<file path="config.mk">
export PLATFORM = sky130hd
export DESIGN_NAME = retry_limit_ctrl
export DESIGN_NICKNAME = d
export VERILOG_FILES = /design/src/rtl/retry_limit_ctrl.sv
export SDC_FILE = /design/constraint.sdc
export NUM_CORES = 1
export LEC_CHECK = 0
export BUFFER_PORTS_ARGS = -buffer_cell sky130_fd_sc_hd__buf_4
export CAP_MARGIN = 15
export CORE_MARGIN = 2
export CORE_UTILIZATION = 41
export CTS_CLUSTER_SIZE = 24
export DETAILED_ROUTE_END_ITERATION = 8
export GPL_ROUTABILITY_DRIVEN = 0
export PLACE_DENSITY = 0.77
export SLEW_MARGIN = 5
export SYNTH_ARGS = -nofsm -noshare
export SYNTH_HDL_FRONTEND = slang
export SYNTH_SLANG_ARGS = --single-unit
</file>
<file path="constraint.sdc">
create_clock -name clk -period 1.8 [get_ports clk]
set_clock_uncertainty 0.05 [all_clocks]
set_input_delay 0.27 -clock clk [delete_from_list [all_inputs] [get_ports clk]]
set_output_delay 0.27 -clock clk [all_outputs]
set_load 0.005 [all_outputs]
</file>
<file path="src/rtl/retry_limit_ctrl.sv">
module retry_limit_ctrl #(
  parameter int NUNITS = 3,
  parameter int LIM_W = 4,
  parameter int ACK_W = 4,
  parameter int ADDR_W = 8,
  parameter logic [ADDR_W-1:0] REG_ADDR = 8'h08,
  parameter logic [ACK_W-1:0] ACK_BUSY = 4'h4,
  parameter logic [ACK_W-1:0] ACK_DERR = 4'hD
) (
  input  logic                    clk,
  input  logic                    rst_n,
  input  logic                    reg_wr,
  input  logic [ADDR_W-1:0]       reg_addr,
  input  logic [31:0]             reg_wdata,
  output logic [31:0]             reg_rdata,
  input  logic [NUNITS-1:0]       pkt_start,
  input  logic [NUNITS-1:0]       tx_done,
  input  logic [NUNITS*ACK_W-1:0] tx_ack,
  output logic [NUNITS-1:0]       retry,
  output logic [NUNITS-1:0]       give_up
);
  localparam int LIM_BITS = NUNITS * LIM_W;

  logic [LIM_BITS-1:0] limits;
  logic [LIM_BITS-1:0] cnt_flat;

  wire sel = (reg_addr == REG_ADDR);

  always_ff @(posedge clk) begin
    if (!rst_n)            limits <= '0;
    else if (reg_wr && sel) limits <= reg_wdata[LIM_BITS-1:0];
  end

  assign reg_rdata = sel ? 32'(limits) : 32'h0;

  for (genvar u = 0; u < NUNITS; u++) begin : g_unit
    wire [LIM_W-1:0] lim = limits[u*LIM_W +: LIM_W];
    wire [ACK_W-1:0] ack = tx_ack[u*ACK_W +: ACK_W];
    wire retryable = (ack == ACK_BUSY) || (ack == ACK_DERR);
    logic [LIM_W-1:0] cnt;
    wire exhausted = (cnt >= lim);

    always_ff @(posedge clk) begin
      if (!rst_n) begin
        cnt <= '0;
        retry[u] <= 1'b0;
        give_up[u] <= 1'b0;
      end else begin
        retry[u]   <= tx_done[u] && retryable && !exhausted;
        give_up[u] <= tx_done[u] && retryable && exhausted;
        if (pkt_start[u])   cnt <= '0;
        else if (tx_done[u]) cnt <= (retryable && !exhausted) ? cnt + 1'b1 : '0;
      end
    end

    assign cnt_flat[u*LIM_W +: LIM_W] = cnt;
  end
endmodule

</file>
==> results_dict.tcl, run 1 <==
set metrics [dict create \
    r2r_end "g_unit[2].cnt[1]$_SDFFE_PP0P_" \
    design.die.area_sq_um 5070 \
    synth-edff-count 0 \
    async_reset_ff_share_pct 0 \
    cp.required_ns 1.97 \
    crit_chain "ha_4 > a2111oi_4 > buf_4 > nor2_1 > nor2_1 > a32o_1" \
    hold_depth 3 \
    clockBufferDepth 2 \
    worst_slack_ns 0.0233 \
    synth_area_leaders "dfxtp_1 (32%), ha_1 (10%), buf_4 (8.1%)" \
    cpMaxStageDelayCell "dfxtp_1" \
    start_util_pct 42.6 \
    cts_tree "yes" \
    path_common_cell "nor2_1" \
    synth_common_cells "dfxtp_1 (30), nand2_1 (24), buf_4 (20), inv_1 (16), nand3_1 (16)" \
    grt_start_max_net_pins 26 \
    syn_to_final_growth_pct 39.6 \
    crit_fanout 4 \
    synthCells 217 \
    num-nets-final 367 \
    crit_arrival_ns 1.95 \
    numCtsBuffers 5 \
    fp.dieW_microns 71.2 \
    rows 24 \
    critical_path.max_stage_delay_ns 0.44 \
    clk_latency_ns 0.28 \
    outcome "completed" \
    io_pins 99 \
    drt-total-wl_mm 4.12 \
    timing.reg2reg.setup_slack_ns 0.02 \
    maxCapViolCount 0 \
    cts_hold_buf 0 \
    cts_root_buffer "clkbuf_8" \
    synth-seq-cells 30 \
    numPortBuffers 58 \
    grt-ovfl-total 0 \
    via_per_inst 4.88 \
    ant_nets 0 \
    track_usage_pct 15.8 \
    yosysMostFrequentCell "dfxtp_1" \
    clk_pin_slew_ns 0.06 \
    place_inst 332 \
    rsz0062_at_grt "true" \
    setup_viol 0 \
    setup_tns_ns 0 \
    min_from "reg_wdata[8]" \
    yosysWarnings 0 \
    r2r_cells 6 \
    crit_type "reg -> reg" \
    core-area_sq_um 4350 \
    num_vias 1679 \
    dpl.hpwl_mm 3.07 \
    grt_pass1_vias 1552 \
    worstHoldEndpoint "limits[8]$_SDFFE_PN0P_" \
    fin_area_sq_um 2590 \
    fin_crit_sh_pct 98.7 \
    p_leak_nw 1.13 \
    fin_cells 344 \
    critPathCaptureType "flop" \
    critPathLaunchType "flop" \
    cts_sinks 30 \
    dpl-instance-area_sq_um 2350 \
    synthFlopType "dfxtp_1" \
    hold_path_class "in -> reg" \
    h-tree-depth 2 \
    synth.distinct_cells 40 \
    ys_seq_area_share_pct 32.4 \
    fp.dieH_microns 71.2 \
    yosysTopAreaCell "dfxtp_1" \
    max_freq_ghz 0.563 \
    route.detailed.drc 0 \
    avgRoutedWirePerCell_microns 12.0 \
    syn_area_sq_um 1850 \
    antenna_found_initial 0 \
    worstReg2RegStart "g_unit[2].cnt[1]$_SDFFE_PP0P_" \
    hold_ws_ns 0.193 \
    avgSynthCellArea_sq_um 8.54 \
    n_antenna_cell 0 \
    drive_above_1_share_pct 39.0 \
    grt_pass1_wl_mm 6.40 \
    drv_slew 0 \
    hold_viol 0 \
    synth_top_cell_area_share_pct 32.4 \
    firstDrtPassIters 4 \
    dp_slack_ns -0.108 \
    vdd_drop_max_uv 271 \
    finalCriticalPeriod_ns 1.78 \
    power.density_nw_per_um2 525 \
    initialDrtViolationCount 86 \
]
-- placed cells by master (no fill, tap or decap), types with 2 or more instances in the layout --
cell type,n
o2111ai_4,2
buf_4,73
nor3_1,5
and4b_1,2
xor2_1,2
dfxtp_2,6
o21a_1,3
nor2_1,12
a31oi_1,2
o21ai_0,2
nand2b_4,3
a2111oi_4,3
nor3_2,3
conb_1,20
nand3_1,16
clkbuf_8,6
nand2b_1,3
a21oi_1,14
inv_1,13
nor2_2,3
nand2_1,24
dfxtp_1,24
and2_1,13
a21o_1,2
ha_4,5
ha_1,10
a211o_1,2
nor3b_2,2
nand3b_1,2
inv_2,3
-- cells by family (layout without fill, tap and decap cells) --
logic type | Yosys count | in the layout | synth area share (%)
fa+ha+maj | 15 | 15 | 10.1
mux | 1 | 1 | 0.608
other cells | 1 | 20 | 0.202
flops | 30 | 30 | 32.4
xor+xnor | 3 | 3 | 1.42
buf+inv | 42 | 98 | 12.8
simple gates | 90 | 90 | 26.5
compound gates | 35 | 35 | 16.0
-- per-layer routing --
layer,wire [microns],vias to the layer above,track usage [%]
li1,-,840,-
met1,1630,766,17.5
met2,2140,66,28.3
met3,277,7,4.36
met4,65,0,6.71
met5,0,-,0
-- report_power, final --
group	internal, mW	switching (mW)
clock network	0.308	0.259
logic	0.0698	0.0561
registers	0.665	0.000557
-- flip-flops by register name, indices dropped and copies added (netlist names) --
register    count
limits         12
retry           3
g_unit.cnt     12
give_up         3
-- per-stage QoR --
stage                     utilization [%]  total power, mW
after CTS                            56.6             1.36
after global routing                 59.4             1.41
after detailed placement             54.0            0.804
after floorplan                         -            0.751
after global placement               54.0            0.802
final                                59.4             1.36
-- repair_timing --
| item | 4_1_cts | 5_1_grt |
|---|---|---|
| gates resized for setup | 2 | 19 |
| hold endpoints to repair | 0 | 0 |
| pin swaps | 7 | 9 |
| setup endpoints to repair | 8 | 11 |
| buffers inserted | 2 | 2 |
-- area by class of cell --
| cell class | count | area [sq um] |
|---|---|---|
| inverters | 16 | 60.1 |
| fillers | 374 | 1770 |
| clock buffers | 7 | 86.3 |
| clock inverters | 1 | 5.00 |
| repair buffers | 74 | 568 |
| multi-input cells | 164 | 1190 |
| well taps | 52 | 65.1 |
| flip-flops and latches | 30 | 608 |
-- critical path: cells and delay by family, from the launching register on --
| family | cells | cell delay [ns] |
|---|---|---|
| AND/OR/NAND/NOR | 2 | 0.19 |
| flip-flops | 1 | 0.44 |
| AO/OA/AOI/OAI | 2 | 0.62 |
| adder cells (fa/ha/maj) | 1 | 0.24 |
| buffers and inverters | 1 | 0.18 |
-- worst max path at each step --
stage	slack (ns)	cells past startpoint	startpoint	endpoint
global placement	-0.05	7	g_unit[0].cnt[0]$_SDFFE_PP0P_	g_unit[0].cnt[0]$_SDFFE_PP0P_
CTS	-0.02	7	g_unit[0].cnt[0]$_SDFFE_PP0P_	g_unit[0].cnt[0]$_SDFFE_PP0P_
finish	0.02	6	g_unit[2].cnt[1]$_SDFFE_PP0P_	g_unit[2].cnt[1]$_SDFFE_PP0P_
detailed placement	-0.11	7	g_unit[0].cnt[0]$_SDFFE_PP0P_	g_unit[0].cnt[0]$_SDFFE_PP0P_
floorplan	0.008	7	g_unit[0].cnt[0]$_SDFFE_PP0P_	g_unit[0].cnt[0]$_SDFFE_PP0P_
global route	-0.04	7	g_unit[0].cnt[0]$_SDFFE_PP0P_	g_unit[0].cnt[0]$_SDFFE_PP0P_
No activity file was read; power rests on OpenSTA's default activity.
==> run 2, diff against run 1 <==
Settings changed: ABC_AREA from default to 1, CORE_ASPECT_RATIO from default to 1.25, CORE_UTILIZATION 41 to 25, PLACE_DENSITY 0.77 to default.
==> run 2 against run 1 <==
Compared with the run above:
- power grew 5.2%
- wire length increased by 7.3%
- setup slack better by 0.27 ns
- final cell count is 23% higher
- largest cell class unchanged
- highest routed layer unchanged
==> results_dict.tcl, run 2 <==
set metrics [dict create \
    fin_area_sq_um 2410 \
    rows 35 \
    synthXorXnorAreaFrac_pct 1.41 \
    via_per_inst 4.35 \
    setup_tns_ns 0 \
    synth.mux.area_fraction_pct 0 \
    maxCapViolCount 0 \
    clk_latency_ns 0.28 \
    r2r_cells 5 \
    clockBufferDepth 2 \
    numPortBuffers 58 \
    top_layer "met4" \
    synth_top_family_by_area "simple AND/OR/NAND/NOR gates" \
    grt_pass1_vias 1751 \
    final_common_cell "buf_4" \
    syn_to_final_growth_pct 29.8 \
    avgRoutedWirePerCell_microns 10.4 \
    synth_adder_area_share_pct 10.1 \
    clk_pin_slew_ns 0.07 \
    synth-seq-cells 30 \
    initialDrtViolationCount 90 \
    crit_start "limits[3]$_SDFFE_PN0P_" \
    setup_viol 0 \
    hold_path_class "in -> reg" \
    ant_nets 0 \
    synthCells 269 \
    fill_cells 808 \
    fp.dieH_microns 100 \
    firstDrtPassIters 4 \
    cts_setup_buffers 0 \
    crit_fanout 5 \
    crit_arrival_ns 1.65 \
    num-nets-final 406 \
    synth.distinct_cells 21 \
    grt_pass1_wl_mm 7.52 \
    rsz0062_at_grt "false" \
    n_antenna_cell 0 \
    async_reset_ff_share_pct 0 \
    drv_slew 0 \
    syn_area_sq_um 1860 \
    yosysTopAreaCell "dfxtp_1" \
    synthFlopType "dfxtp_1" \
    wl_met2_mm 2.19 \
    power.density_nw_per_um2 592 \
    cp.required_ns 1.95 \
    yosysMostFrequentCell "nand2_1" \
    p_total_mw 1.43 \
    synth-edff-count 0 \
    h-tree-depth 2 \
    synth_common_cells "nand2_1 (55), inv_1 (45), dfxtp_1 (30), a21oi_1 (26)" \
    dpl.hpwl_mm 3.50 \
    worstReg2RegStart "limits[3]$_SDFFE_PN0P_" \
    antenna_found_initial 0 \
    worstHoldEndpoint "give_up[0]$_SDFF_PN0_" \
    timing.reg2reg.setup_slack_ns 0.30 \
    ys_seq_area_share_pct 32.3 \
    dpl-instance-area_sq_um 2300 \
    cts_hold_buf 0 \
    p_leak_nw 1.15 \
    yosysWarnings 0 \
    drt-total-wl_mm 4.42 \
    synth_compound_area_share_pct 8.28 \
    r2r_end "g_unit[0].cnt[0]$_SDFFE_PP0P_" \
    track_usage_pct 11.7 \
    route.detailed.drc 0 \
    grt_start_max_net_pins 14 \
    hold_viol 0 \
    design.die.area_sq_um 8140 \
    final_cell_mix "buf_4 (60), nand2_1 (55), inv_1 (45), dfxtp_1 (30), a21oi_1 (26)" \
    synth_simple_gate_area_share_pct 27.8 \
    crit_type "reg -> reg" \
    drive_above_1_share_pct 21.8 \
    critPathLaunchType "flop" \
    cts_tree "yes" \
    core-area_sq_um 7270 \
    critPathCaptureType "flop" \
    synth_top_cell_area_share_pct 32.3 \
    outcome "completed" \
    start_util_pct 25.6 \
    reg.largest.list "g_unit.cnt: 12 flops, limits: 12 flops" \
    grt-ovfl-total 0 \
    max_freq_ghz 0.665 \
    vdd_drop_max_uv 346 \
    io_pins 99 \
    numCtsBuffers 5 \
    wl_met1_mm 1.83 \
    num_vias 1838 \
    ctsResizeCount 0 \
    min_from "rst_n" \
    cts_sinks 30 \
    finalCriticalPeriod_ns 1.50 \
    fin_crit_sh_pct 83.5 \
    hold_ws_ns 0.210 \
    avgSynthCellArea_sq_um 6.91 \
    cts_root_buffer "clkbuf_8" \
    fp.dieW_microns 81.1 \
    wl_met3_microns 298 \
    hold_depth 3 \
    synth_area_leaders "dfxtp_1 (32%), nand2_1 (11%), ha_1 (10%)" \
]
## run 2: cell count changes after synthesis, sizes merged, moves of 3 or more
cell / change
nand2: +32
inv: +30
a21oi: +13
and2: -13
nand4: +12
nor2: +10
nand3: +8
nor3: -8
nand2b: -6
o21a: -4
a2111oi: -3
clkbuf: -3
## run 2: metrics by stage
stage | instances | utilization (%) | worst slack, ns
after detailed placement | 415 | 31.7 | 0.281
after CTS | 423 | 33.2 | 0.280
after global placement | 415 | 31.7 | 0.321
after floorplan | 288 | - | 0.516
after global routing | 423 | 33.2 | 0.104
final | 423 | 33.2 | 0.297
## run 2: report_power, final
group	leakage (nW)	switching, mW	internal [mW]
clock	0.0575	0.247	0.386
combinational	0.846	0.0614	0.0685
sequential	0.242	0.000539	0.665
total	1.15	0.309	1.12
## run 2: routing by layer
metal	track usage (%)	vias up
li1	-	933
met1	13.1	818
met2	20.5	78
met3	3.06	9
met4	5.22	0
met5	0	-
## run 2: logic make-up after synthesis
kind of cell	count (synthesis)
other	1
AND/OR/NAND/NOR	118
buffers and inverters	72
adder cells (fa/ha/maj)	15
XOR/XNOR	3
AO/OA/AOI/OAI	30
flip-flops	30
## run 2: cell type report
class / instances / area [sq um] / area share, %
timing repair buffer: 60 / 450 / 18.7
clock buffer: 8 / 110 / 4.56
multi-input combinational: 186 / 960 / 39.8
inverter: 47 / 176 / 7.31
sequential: 30 / 601 / 24.9
tap: 92 / 115 / 4.77
## run 2: critical path, stage by stage (launching register included)
cell and delay (ns):
dfxtp_1 0.33, inv_1 0.06, ha_1 0.31, a21oi_1 0.34, nand3_1 0.17, a21oi_1 0.16
## run 2: worst max-delay path by stage
stage / to / slack [ns] / depth (start not counted)
after CTS: reg_rdata[6] / 0.28 / 7
final: g_unit[0].cnt[0]$_SDFFE_PP0P_ / 0.30 / 5
after floorplan: g_unit[0].cnt[0]$_SDFFE_PP0P_ / 0.52 / 5
after detailed placement: reg_rdata[6] / 0.28 / 7
after global placement: reg_rdata[7] / 0.32 / 7
after global routing: g_unit[0].cnt[0]$_SDFFE_PP0P_ / 0.10 / 9
==> run 3, diff against run 2 <==
Clock period 1.8 ns to 1.3 ns, I/O delays scaled along.
==> run 3 against run 2 <==
Compared with the run above:
- register-to-register slack worse by 0.28 ns
- critical path type unchanged
- wire length up 6.6%
- clock-buffer cell count down 1
==> results_dict.tcl, run 3 (synthesis results as in run 2) <==
set metrics [dict create \
    reg.largest.list "g_unit.cnt: 12 flops, limits: 12 flops" \
    grt_pass1_wl_mm 7.36 \
    r2r_end "g_unit[0].cnt[3]$_SDFFE_PP0P_" \
    h-tree-depth 2 \
    clk_latency_ns 0.27 \
    grt_start_max_net_pins 14 \
    critPathCaptureType "flop" \
    setup_viol 0 \
    critical_path.max_stage_delay_ns 0.40 \
    start_util_pct 25.6 \
    final_common_cell "buf_4" \
    crit_type "reg -> reg" \
    crit_start "g_unit[0].cnt[3]$_SDFFE_PP0P_" \
    final_cell_mix "buf_4 (88), nand2_1 (52), inv_1 (35), nor2_1 (22)" \
    register_area_sq_um 623 \
    fp.dieH_microns 100 \
    drt-total-wl_mm 4.71 \
    numCtsBuffers 5 \
    p_leak_nw 1.29 \
    multi_input_area_sq_um 1110 \
    crit_chain "ha_4 > a21oi_1 > buf_4 > nand4_1 > a21oi_2" \
    cp-endpoint "g_unit[0].cnt[3]$_SDFFE_PP0P_" \
    r2r_cells 5 \
    post-route-util_pct 38.2 \
    power.density_nw_per_um2 677 \
    via_per_inst 4.25 \
    clk_pin_slew_ns 0.07 \
    grt-ovfl-total 0 \
    design.die.area_sq_um 8140 \
    hold_path_class "in -> reg" \
    drive_above_1_share_pct 41.5 \
    finalCriticalPeriod_ns 1.28 \
    critPathLaunchType "flop" \
    worstReg2RegStart "g_unit[0].cnt[3]$_SDFFE_PP0P_" \
    core-area_sq_um 7270 \
    hold_viol 0 \
    timing.reg2reg.setup_slack_ns 0.02 \
    avgRoutedWirePerCell_microns 10.4 \
    maxCapViolCount 0 \
    vdd_drop_max_uv 406 \
    fin_crit_sh_pct 98.8 \
    n_antenna_cell 0 \
    drv_slew 0 \
    grt_pass1_vias 1772 \
    cts_root_buffer "clkbuf_8" \
    io_pins 99 \
    clockBufferDepth 2 \
    dp_slack_ns -0.0678 \
    cp.required_ns 1.46 \
    outcome "completed" \
    numPortBuffers 58 \
    num_vias 1917 \
    dpl.hpwl_mm 3.59 \
    cts_tree "yes" \
    crit_arrival_ns 1.45 \
    syn_to_final_growth_pct 49.6 \
    cpMaxStageDelayCell "dfxtp_1" \
    initialDrtViolationCount 78 \
    antenna_found_initial 0 \
    num-nets-final 434 \
    firstDrtPassIters 4 \
    worst_slack_ns 0.0162 \
    crit_fanout 5 \
    cts_sinks 30 \
    max_freq_ghz 0.779 \
    fp.dieW_microns 81.1 \
    route.detailed.drc 0 \
    fill_cells 745 \
    ant_nets 0 \
    rows 35 \
    rsz0062_at_grt "true" \
    track_usage_pct 11.3 \
]
run 3: worst max-delay path, delay by kind of cell, from the launching register on:
family,cells,cell delay (ns)
flops,1,0.40
compound gates,2,0.28
fa+ha+maj,1,0.23
buf+inv,1,0.15
simple gates,1,0.12
run 3: how the worst min path moves through the flow:
stage	start	endpoint	slack [ns]	cells past startpoint
finish	rst_n	give_up[1]$_SDFF_PN0_	0.14	3
global route	reg_wdata[0]	limits[0]$_SDFFE_PN0P_	0.14	3
floorplan	rst_n	give_up[0]$_SDFF_PN0_	0.27	2
detailed placement	limits[5]$_SDFFE_PN0P_	limits[5]$_SDFFE_PN0P_	0.40	2
global placement	limits[9]$_SDFFE_PN0P_	limits[9]$_SDFFE_PN0P_	0.40	2
CTS	pkt_start[1]	g_unit[1].cnt[0]$_SDFFE_PP0P_	0.13	4
run 3: area by class of cell:
type	count	area share, %
multi-input combinational	186	39.9
timing repair buffer	88	23.8
sequential	30	22.4
inverter	47	6.53
tap	92	4.14
clock buffer	7	3.11
clock inverter	1	0.180
run 3: power by group:
part / internal (mW) / switching [mW]
Combinational: 0.0963 / 0.0885
Sequential: 0.921 / 0.000824
Clock: 0.427 / 0.349
run 3: timing repair:
action                                  CTS  global route
endpoints found under the setup margin   17            28
setup buffers                             2             4
resized for setup                        25            27
pin swaps                                20            27
hold buffers                              0             0
run 3: metrics by stage:
step / TNS, ns / instances / hold slack (ns) / total power [mW] / cell area, sq um
final: 0 / 451 / 0.137 / 1.88 / 2780
after floorplan: 0 / 288 / 0.271 / 1.05 / 1930
after global routing: -0.451 / 451 / 0.141 / 1.96 / 2780
after detailed placement: -0.387 / 437 / 0.404 / 1.12 / 2470
after CTS: 0 / 447 / 0.128 / 1.90 / 2680
after global placement: -0.204 / 437 / 0.402 / 1.12 / 2470
run 3: per-layer routing:
metal / vias up / track usage, % / wire [microns]
li1: 996 / - / -
met1: 867 / 13.1 / 1990
met5: - / 0 / 0
met3: 4 / 2.16 / 236
met2: 50 / 20.7 / 2450
met4: 0 / 3.65 / 36
